==> config.mk <==
export PLATFORM = sky130hd
export DESIGN_NAME = sccp_regport
export DESIGN_NICKNAME = d
export VERILOG_FILES = /design/src/rtl/sccp_pkg.sv /design/src/rtl/sccp_acc_decode.sv /design/src/rtl/sccp_ptr_ctrl.sv /design/src/rtl/sccp_wr_bank.sv /design/src/rtl/sccp_rd_mux.sv /design/src/rtl/sccp_regport.sv
export SDC_FILE = /design/constraint.sdc
export NUM_CORES = 1
export LEC_CHECK = 0
export BUFFER_PORTS_ARGS = -buffer_cell sky130_fd_sc_hd__buf_2
export CORE_MARGIN = 5
export CORE_UTILIZATION = 54
export CTS_CLUSTER_DIAMETER = 150
export DETAILED_ROUTE_END_ITERATION = 8
export MAX_ROUTING_LAYER = met4
export PLACE_DENSITY_LB_ADDON = 0.05
export SLEW_MARGIN = 15
export SYNTH_ARGS = -nofsm -noshare
export SYNTH_HDL_FRONTEND = slang
export SYNTH_SLANG_ARGS = --single-unit
==> constraint.sdc <==
create_clock -name clk -period 3.8 [get_ports clk]
set_input_delay 0.95 -clock clk [delete_from_list [all_inputs] [get_ports clk]]
set_output_delay 0.95 -clock clk [all_outputs]
set_load 0.02 [all_outputs]
==> src/rtl/sccp_pkg.sv <==
package sccp_pkg;

    localparam int BYTE_W        = 8;
    localparam int CMD_LSB       = 3;
    localparam int CRC_LSB       = 6;
    localparam int NUM_CMD_PULSE = 6;
    localparam int NUM_CRC_PULSE = 3;
    localparam int FIRST_ACTION  = 2;

    typedef enum logic [2:0] {
        CMD_NOP     = 3'd0,
        CMD_HIGH    = 3'd1,
        CMD_EXTRST  = 3'd2,
        CMD_ABORT   = 3'd3,
        CMD_RXNEXT  = 3'd4,
        CMD_TXCLR   = 3'd5,
        CMD_ERRRST  = 3'd6,
        CMD_IUSRST  = 3'd7
    } cmd_e;

    typedef enum logic [1:0] {
        CRC_NONE = 2'd0,
        CRC_RX   = 2'd1,
        CRC_TX   = 2'd2,
        CRC_EOM  = 2'd3
    } crc_e;

    typedef struct packed {
        logic ctl_wr;
        logic ctl_rd;
        logic dat_wr;
        logic dat_rd;
    } acc_t;

endpackage

==> src/rtl/sccp_acc_decode.sv <==
module sccp_acc_decode
    import sccp_pkg::*;
(
    input  logic bus_sel,
    input  logic bus_addr,
    input  logic bus_wr,
    input  logic bus_rd,
    output acc_t acc
);

    always_comb begin
        acc        = '0;
        acc.ctl_wr = bus_sel & ~bus_addr & bus_wr;
        acc.ctl_rd = bus_sel & ~bus_addr & bus_rd & ~bus_wr;
        acc.dat_wr = bus_sel &  bus_addr & bus_wr;
        acc.dat_rd = bus_sel &  bus_addr & bus_rd & ~bus_wr;
    end

endmodule

==> src/rtl/sccp_ptr_ctrl.sv <==
module sccp_ptr_ctrl
    import sccp_pkg::*;
#(
    parameter  int NREG = 16,
    localparam int IW   = $clog2(NREG),
    localparam int LW   = IW - 1
) (
    input  logic                     clk,
    input  logic                     rst_n,
    input  logic                     ctl_wr,
    input  logic                     ctl_rd,
    input  logic [BYTE_W-1:0]        wdata,
    output logic [IW-1:0]            ptr_q,
    output logic                     wr_en,
    output logic [IW-1:0]            wr_idx,
    output logic [NUM_CMD_PULSE-1:0] cmd_pulse,
    output logic [NUM_CRC_PULSE-1:0] crc_pulse
);

    typedef struct packed {
        logic [IW-1:0]            ptr;
        logic [NUM_CMD_PULSE-1:0] cmd;
        logic [NUM_CRC_PULSE-1:0] crc;
    } state_t;

    state_t s_d, s_q;
    cmd_e   code;
    crc_e   ccode;

    always_comb begin
        code   = cmd_e'(wdata[CMD_LSB +: 3]);
        ccode  = crc_e'(wdata[CRC_LSB +: 2]);
        s_d    = s_q;
        s_d.cmd = '0;
        s_d.crc = '0;
        wr_en  = 1'b0;
        wr_idx = s_q.ptr;
        if (ctl_wr) begin
            wr_en = 1'b1;
            if (s_q.ptr == '0) begin
                s_d.ptr = {code == CMD_HIGH, wdata[LW-1:0]};
                for (int k = 0; k < NUM_CMD_PULSE; k++) begin
                    s_d.cmd[k] = (int'(code) == k + FIRST_ACTION);
                end
                for (int k = 0; k < NUM_CRC_PULSE; k++) begin
                    s_d.crc[k] = (int'(ccode) == k + 1);
                end
            end else begin
                s_d.ptr = '0;
            end
        end else if (ctl_rd) begin
            s_d.ptr = '0;
        end
    end

    always_ff @(posedge clk) begin
        if (!rst_n) s_q <= '0;
        else        s_q <= s_d;
    end

    assign ptr_q     = s_q.ptr;
    assign cmd_pulse = s_q.cmd;
    assign crc_pulse = s_q.crc;

endmodule

==> src/rtl/sccp_wr_bank.sv <==
module sccp_wr_bank
    import sccp_pkg::*;
#(
    parameter  int NREG    = 16,
    parameter  int AUX_IDX = 7,
    parameter  int AUX_SEL = 15,
    parameter  int AUX_BIT = 0,
    localparam int IW      = $clog2(NREG),
    localparam int LW      = IW - 1
) (
    input  logic                   clk,
    input  logic                   rst_n,
    input  logic                   wr_en,
    input  logic [IW-1:0]          wr_idx,
    input  logic [BYTE_W-1:0]      wdata,
    output logic [NREG*BYTE_W-1:0] regs_o,
    output logic [BYTE_W-1:0]      aux_o
);

    localparam logic [BYTE_W-1:0] PTR_MASK = BYTE_W'((1 << LW) - 1);

    typedef struct packed {
        logic [NREG-1:0][BYTE_W-1:0] bank;
        logic [BYTE_W-1:0]           aux;
    } state_t;

    state_t s_d, s_q;
    logic   aux_route;

    always_comb begin
        s_d       = s_q;
        aux_route = (wr_idx == IW'(AUX_IDX)) && s_q.bank[AUX_SEL][AUX_BIT];
        if (wr_en) begin
            if (aux_route) begin
                s_d.aux = wdata;
            end else if (wr_idx == '0) begin
                s_d.bank[0] = wdata & PTR_MASK;
            end else begin
                s_d.bank[wr_idx] = wdata;
            end
        end
    end

    always_ff @(posedge clk) begin
        if (!rst_n) s_q <= '0;
        else        s_q <= s_d;
    end

    for (genvar g = 0; g < NREG; g++) begin : g_out
        assign regs_o[g*BYTE_W +: BYTE_W] = s_q.bank[g];
    end
    assign aux_o = s_q.aux;

endmodule

==> src/rtl/sccp_rd_mux.sv <==
module sccp_rd_mux
    import sccp_pkg::*;
#(
    parameter  int              NREG    = 16,
    parameter  logic [NREG-1:0] RB_MASK = 16'h0438,
    localparam int              IW      = $clog2(NREG)
) (
    input  logic                   bus_addr,
    input  logic [IW-1:0]          ptr,
    input  logic                   rb_en,
    input  logic [NREG*BYTE_W-1:0] stat_i,
    input  logic [NREG*BYTE_W-1:0] regs_i,
    input  logic [BYTE_W-1:0]      rx_data_i,
    output logic [BYTE_W-1:0]      rdata
);

    logic [NREG-1:0][BYTE_W-1:0] stat_a;
    logic [NREG-1:0][BYTE_W-1:0] regs_a;

    for (genvar g = 0; g < NREG; g++) begin : g_unpack
        assign stat_a[g] = stat_i[g*BYTE_W +: BYTE_W];
        assign regs_a[g] = regs_i[g*BYTE_W +: BYTE_W];
    end

    always_comb begin
        if (bus_addr) begin
            rdata = rx_data_i;
        end else if (rb_en && RB_MASK[ptr]) begin
            rdata = regs_a[ptr];
        end else begin
            rdata = stat_a[ptr];
        end
    end

endmodule

==> src/rtl/sccp_regport.sv <==
module sccp_regport
    import sccp_pkg::*;
#(
    parameter  int              NREG    = 16,
    parameter  int              AUX_IDX = 7,
    parameter  int              AUX_SEL = 15,
    parameter  int              AUX_BIT = 0,
    parameter  int              RB_BIT  = 6,
    parameter  logic [NREG-1:0] RB_MASK = 16'h0438,
    localparam int              IW      = $clog2(NREG)
) (
    input  logic                     clk,
    input  logic                     rst_n,
    input  logic                     bus_sel,
    input  logic                     bus_addr,
    input  logic                     bus_wr,
    input  logic                     bus_rd,
    input  logic [BYTE_W-1:0]        bus_wdata,
    output logic [BYTE_W-1:0]        bus_rdata,
    input  logic [NREG*BYTE_W-1:0]   stat_i,
    input  logic [BYTE_W-1:0]        rx_data_i,
    output logic [NREG*BYTE_W-1:0]   wr_regs_o,
    output logic [BYTE_W-1:0]        aux_o,
    output logic [NUM_CMD_PULSE-1:0] cmd_pulse_o,
    output logic [NUM_CRC_PULSE-1:0] crc_pulse_o,
    output logic [BYTE_W-1:0]        tx_data_o,
    output logic                     tx_load_o,
    output logic                     rx_take_o
);

    acc_t          acc;
    logic [IW-1:0] ptr_q;
    logic          wr_en;
    logic [IW-1:0] wr_idx;

    typedef struct packed {
        logic [BYTE_W-1:0] tx_data;
        logic              tx_load;
        logic              rx_take;
    } dat_t;

    dat_t d_d, d_q;

    sccp_acc_decode u_dec (
        .bus_sel  (bus_sel),
        .bus_addr (bus_addr),
        .bus_wr   (bus_wr),
        .bus_rd   (bus_rd),
        .acc      (acc)
    );

    sccp_ptr_ctrl #(.NREG(NREG)) u_ptr (
        .clk       (clk),
        .rst_n     (rst_n),
        .ctl_wr    (acc.ctl_wr),
        .ctl_rd    (acc.ctl_rd),
        .wdata     (bus_wdata),
        .ptr_q     (ptr_q),
        .wr_en     (wr_en),
        .wr_idx    (wr_idx),
        .cmd_pulse (cmd_pulse_o),
        .crc_pulse (crc_pulse_o)
    );

    sccp_wr_bank #(
        .NREG    (NREG),
        .AUX_IDX (AUX_IDX),
        .AUX_SEL (AUX_SEL),
        .AUX_BIT (AUX_BIT)
    ) u_bank (
        .clk    (clk),
        .rst_n  (rst_n),
        .wr_en  (wr_en),
        .wr_idx (wr_idx),
        .wdata  (bus_wdata),
        .regs_o (wr_regs_o),
        .aux_o  (aux_o)
    );

    sccp_rd_mux #(.NREG(NREG), .RB_MASK(RB_MASK)) u_rd (
        .bus_addr  (bus_addr),
        .ptr       (ptr_q),
        .rb_en     (aux_o[RB_BIT]),
        .stat_i    (stat_i),
        .regs_i    (wr_regs_o),
        .rx_data_i (rx_data_i),
        .rdata     (bus_rdata)
    );

    always_comb begin
        d_d         = d_q;
        d_d.tx_load = acc.dat_wr;
        d_d.rx_take = acc.dat_rd;
        if (acc.dat_wr) d_d.tx_data = bus_wdata;
    end

    always_ff @(posedge clk) begin
        if (!rst_n) d_q <= '0;
        else        d_q <= d_d;
    end

    assign tx_data_o = d_q.tx_data;
    assign tx_load_o = d_q.tx_load;
    assign rx_take_o = d_q.rx_take;

endmodule

==> results of run 1 <==
-- critical path: stages (launching register included) --
cell	delay, ns
dfxtp_4	0.57
buf_4	0.33
mux2_2	0.39
o31ai_1	0.21
a211oi_1	0.07
a2111oi_0	0.35
a221oi_1	0.09
buf_2	0.20
-- worst max path at each step --
stage	startpoint	to	cells past startpoint	slack [ns]
global placement	bus_addr	bus_rdata[3]	6	0.58
finish	u_ptr.ptr_q[1]$_SDFFE_PN0N_	bus_rdata[6]	7	0.20
CTS	u_ptr.ptr_q[2]$_SDFFE_PN0N_	bus_rdata[4]	7	0.10
detailed placement	u_ptr.ptr_q[2]$_SDFFE_PN0N_	bus_rdata[4]	7	0.56
global route	u_ptr.ptr_q[1]$_SDFFE_PN0N_	bus_rdata[6]	7	0.03
floorplan	u_ptr.ptr_q[3]$_SDFFE_PN0N_	bus_rdata[1]	6	0.88
-- registers in the layout, indices dropped and copies added, names as in the netlist, named ones only --
name / cells
tx_load_o: 1
u_bank.aux_o: 8
rx_take_o: 1
tx_data_o: 8
u_ptr.ptr_q: 4
u_ptr.cmd_pulse: 6
u_ptr.crc_pulse: 3
u_bank.regs_o: 128
-- final cells by class --
| class | instances | area [sq um] | area share (%) |
|---|---|---|---|
| Antenna cell | 2 | 5.00 | 0.0476 |
| Clock buffer | 18 | 439 | 4.18 |
| Clock inverter | 14 | 153 | 1.45 |
| Inverter | 5 | 18.8 | 0.179 |
| Multi-Input combinational cell | 580 | 4730 | 45.0 |
| Sequential cell | 160 | 3210 | 30.6 |
| Tap cell | 188 | 235 | 2.24 |
| Timing Repair Buffer | 329 | 1720 | 16.3 |
-- through the flow --
stage	setup WS, ns	total power (uW)	cells	instance area, sq um
after floorplan	0.880	1930	823	8310
after global placement	0.581	2080	1262	9910
after detailed placement	0.562	2080	1262	9910
after CTS	0.105	3770	1294	10500
after global routing	0.0303	3880	1295	10500
final	0.197	3760	1296	10500
-- synth_stat cells, drive strengths merged (2+ instances only) --
library cell / number / area [sq um]
and2: 3 / 18.8
nor3b: 4 / 30.0
nor2: 14 / 85.1
dfxtp: 160 / 3200
nand3: 49 / 245
a22oi: 2 / 15.0
nand2: 73 / 274
nand4b: 2 / 23.8
a211oi: 8 / 60.1
o22ai: 22 / 138
mux4: 39 / 878
o21ai: 10 / 50.1
inv: 5 / 18.8
nor2b: 92 / 576
a221oi: 4 / 35.0
nand4: 2 / 18.8
and3: 11 / 68.8
nand2b: 10 / 62.6
mux2: 6 / 67.6
nor4: 3 / 18.8
mux2i: 146 / 1460
a21boi: 53 / 398
nor3: 9 / 55.1
nand3b: 4 / 30.0
buf: 34 / 199
clkbuf: 44 / 165
-- cells in the final DEF (no fill, tap or decap), types with 16 or more instances in the layout --
cell type / count
a21boi_0: 52
buf_2: 311
buf_4: 16
clkbuf_16: 17
dfxtp_1: 157
mux2i_1: 146
mux4_2: 39
nand2_1: 73
nand3_1: 49
nor2b_1: 92
o22ai_1: 22
-- cell families after synthesis --
family                 synth area share (%)
buffers and inverters                  4.61
DFF                                    38.5
and+or+nand+nor                        18.8
muxes                                  29.0
AOI/OAI and AO/OA                      9.09
-- per-layer routing --
metal | GRT usage [%] | part of all wire (%) | up-vias
met2 | 54.9 | 50 | 345
met4 | 14.4 | 3.9 | 0
met5 | - | 0 | -
met1 | 37.9 | 39 | 3633
met3 | 6.71 | 7.0 | 68
li1 | - | - | 3498
-- where the power goes --
group / leakage (uW) / switching, uW / internal (uW)
logic: 0.00288 / 186 / 162
registers: 0.00129 / 12.1 / 1680
clock network: 0.000286 / 725 / 995
total: 0.00445 / 924 / 2840
==> results.yml, run 1 <==
run_status:
  status: "completed"
worst_hold_path:
  min_to: "tx_data_o[1]$_SDFFE_PN0P_"
  min_path_cells: 2
  min_from: "tx_data_o[1]$_SDFFE_PN0P_"
  hp-class: "register to register"
cells_and_area:
  final_nets: 1243
  final_layout_size_suffix_gt1_share_pct: 37.9
  post-route-util_pct: 69.4
  areaGrowthSynthToFinish_pct: 26.4
  fill_cells: 1233
drt:
  drtIter0Drc: 572
  ant_nets: 0
  drc_errors: 0
  routed_via_density: 5.82
  drt_first_pass_iters: 5
  wl_per_cell_microns: 22.7
  wl_microns: 29400
  vias: 7544
global_route:
  grt_use_total_pct: 32.6
  grt_pass1_wl_microns: 43700
  grt_pass1_vias: 7292
  antenna_found_initial: 1
  grt_max_degree: 90
  grt_overflow: 0
floorplanning:
  die_width_microns: 134
  std_cell_rows: 45
  dieHeight_microns: 134
  dieArea_sq_um: 18000
  core_sq_um: 15100
  initial_utilization_pct: 54.9
  io_pins: 313
critical_path:
  reg2reg_depth: 6
  endpoint_kind: "primary output"
  cp-start-kind: "register"
  arrival_ns: 2.65
  critPathMaxFanout: 17
  rr_startpoint: "u_ptr.ptr_q[1]$_SDFFE_PN0N_"
  rrSetupSlack_ns: 1.21
  path_class: "register to primary output"
  cp.required_ns: 2.85
clock_tree:
  clk_pin_slew_ns: 0.06
  post_cts_resized: 0
  cts-root-buf: "clkbuf_16"
  cts_setup_buffers: 0
  holdBufCountCts: 0
  clockBufferDepth: 2
  cts_tree: "yes"
  clk-insertion-delay-late_ns: 0.43
  h-tree-depth: 4
  cts_sinks: 160
  cts_buffers: 17
timing:
  setup_tns_ns: 0
  rsz0062_at_grt: "false"
  setup_viol: 0
  fin_crit_ns: 3.60
  fin_crit_sh_pct: 94.8
  worst_slew_pin_slew_ns: 0.726
  fmax_mhz: 278
  hold_ws_ns: 0.461
  hold_viol: 0
  drv_slew: 0
  slew_headroom_pct: 51.6
  fin_skew_ns: 0.00807
place:
  port_buffers: 312
  gp_congestion: 0.900
  hpwl_microns: 21600
synthesis:
  synth_warnings: 0
  synth_cell_types: 49
  synth.cell_area_sq_um: 8310
  synthFlopType: "dfxtp_1"
  yosysSeqAreaShare_pct: 38.5
  async_reset_ff_share_pct: 0
  avgSynthCellArea_sq_um: 10.1
  ys_ff_latch: 160
  synthCells: 823
  synth_edf_count: 0
  syn_nets: 973
pwr:
  power.leakage_uw: 0.00445
  peakVddDrop_uv: 334
  p_per_area_nw_per_um2: 358
job:
  max_cap_viol_count: 0
No activity file was read; power rests on OpenSTA's default activity.
==> run 2, diff against run 1 <==
Clock period 3.8 ns to 4.31 ns, I/O delays scaled along.
==> run 2 against run 1 <==
Critical path type unchanged. Setup slack improved by 0.18 ns. Count of clock-buffer cells in the layout rose by 4. Critical endpoint is now bus_rdata[7]. Register-to-register slack improved by 0.35 ns. Global-route usage rose by 0.47 points.
==> results.yml, run 2 (synthesized netlist as in run 1, its figures left out) <==
run_status:
  status: "completed"
floorplanning:
  initial_utilization_pct: 54.9
  dieHeight_microns: 134
  io_pins: 313
  core_sq_um: 15100
  die_width_microns: 134
  dieArea_sq_um: 18000
  std_cell_rows: 45
critical_path:
  cp-start-kind: "register"
  critPathMaxFanout: 39
  path_class: "register to primary output"
  rr_startpoint: "u_ptr.ptr_q[0]$_SDFFE_PN0N_"
  endpoint_kind: "primary output"
  reg2reg_depth: 6
  arrival_ns: 2.85
  cp.required_ns: 3.23
  rrSetupSlack_ns: 1.56
cells_and_area:
  fill_cells: 1254
  final_layout_size_suffix_gt1_share_pct: 37.6
  seqCellArea_sq_um: 3210
  final_cell_mix: "buf_2 (311), dfxtp_1 (157), mux2i_1 (146), nor2b_1 (92), nand2_1 (73)"
  multi_input_area_sq_um: 4730
  areaGrowthSynthToFinish_pct: 26.1
  layout_commonest_cell: "buf_2"
  final_nets: 1239
  fin_cells: 1292
  largest_register_ffs: 128
timing:
  slew_headroom_pct: 45.7
  fin_skew_ns: 0.0121
  setup_ws_ns: 0.378
  fmax_mhz: 254
  setup_viol: 0
  fin_crit_sh_pct: 91.2
  hold_viol: 0
  setup_tns_ns: 0
  drv_slew: 0
  worst_slew_pin_slew_ns: 0.813
  fin_crit_ns: 3.93
  hold_ws_ns: 0.466
  rsz0062_at_grt: "false"
place:
  hpwl_microns: 21400
  gp_congestion: 0.912
  dp_slack_ns: 0.650
  port_buffers: 312
  place_inst: 1258
drt:
  wl_microns: 29600
  routed_via_density: 5.83
  drt_first_pass_iters: 5
  drc_errors: 0
  vias: 7534
  drtIter0Drc: 417
  ant_nets: 0
  wl_per_cell_microns: 22.9
clock_tree:
  cts_setup_buffers: 0
  clk_pin_slew_ns: 0.06
  clk-insertion-delay-late_ns: 0.43
  cts_buffers: 17
  cts-root-buf: "clkbuf_16"
  h-tree-depth: 4
  cts_tree: "yes"
  cts_sinks: 160
  post_cts_resized: 0
  holdBufCountCts: 0
  clockBufferDepth: 2
global_route:
  grt_max_degree: 97
  grt_overflow: 0
  antenna_found_initial: 2
  grt_pass1_wl_microns: 44000
  grt_use_total_pct: 33.1
  grt_pass1_vias: 7493
worst_hold_path:
  min_from: "tx_data_o[4]$_SDFFE_PN0P_"
  min_path_cells: 2
  min_to: "tx_data_o[4]$_SDFFE_PN0P_"
  hp-class: "register to register"
pwr:
  power.leakage_uw: 0.00444
  p_per_area_nw_per_um2: 319
  peakVddDrop_uv: 316
job:
  max_cap_viol_count: 0
## run 2: cell count changes in the layout (fill, tap and decap cells not counted), sizes merged
cell,previous run,this run
clkbuf,18,22
buf,329,325
inv,11,7
## run 2: worst max-delay path by stage
stage                                start  slack [ns]            to
6_report       u_ptr.ptr_q[1]$_SDFFE_PN0N_        0.38  bus_rdata[7]
5_1_grt        u_ptr.ptr_q[1]$_SDFFE_PN0N_        0.22  bus_rdata[7]
4_1_cts        u_ptr.ptr_q[1]$_SDFFE_PN0N_        0.32  bus_rdata[7]
3_5_place_dp                      bus_addr        0.65  bus_rdata[7]
3_3_place_gp                      bus_addr        0.69  bus_rdata[7]
2_1_floorplan                   stat_i[41]        1.16  bus_rdata[1]
## run 2: routing by layer
metal / global-route usage (%) / up-vias / share of wire (%)
met4: 15.4 / 0 / 4.3
met3: 7.91 / 68 / 8.1
met1: 37.1 / 3621 / 38
li1: - / 3497 / -
met5: - / - / 0
met2: 56.1 / 348 / 50
## run 2: layout make-up
type | instances | share of cell area (%)
inverters | 5 | 0.179
well taps | 188 | 2.24
repair buffers | 325 | 16.0
flip-flops and latches | 160 | 30.6
diodes | 2 | 0.0478
clock inverters | 10 | 1.21
clock buffers | 22 | 4.62
multi-input cells | 580 | 45.1
## run 2: critical path, stage by stage, from the launching register on
cell      delay, ns
dfxtp_4        0.83
mux4_2         0.63
mux2i_1        0.20
nor2_1         0.06
nor4_1         0.40
a221oi_1       0.11
buf_2          0.20
## run 2: where the power goes
part | total (uW) | internal, uW | switching (uW)
logic | 300 | 140 | 160
registers | 1500 | 1480 | 14.9
clock network | 1540 | 922 | 622
## run 2: stage by stage
stage                     instance area [sq um]  util (%)  power [uW]
after CTS                                 10500      69.2        3360
after detailed placement                   9860      65.1        1830
final                                     10500      69.2        3340
after floorplan                            8310         -        1700
after global placement                     9860      65.1        1830
after global routing                      10500      69.2        3440
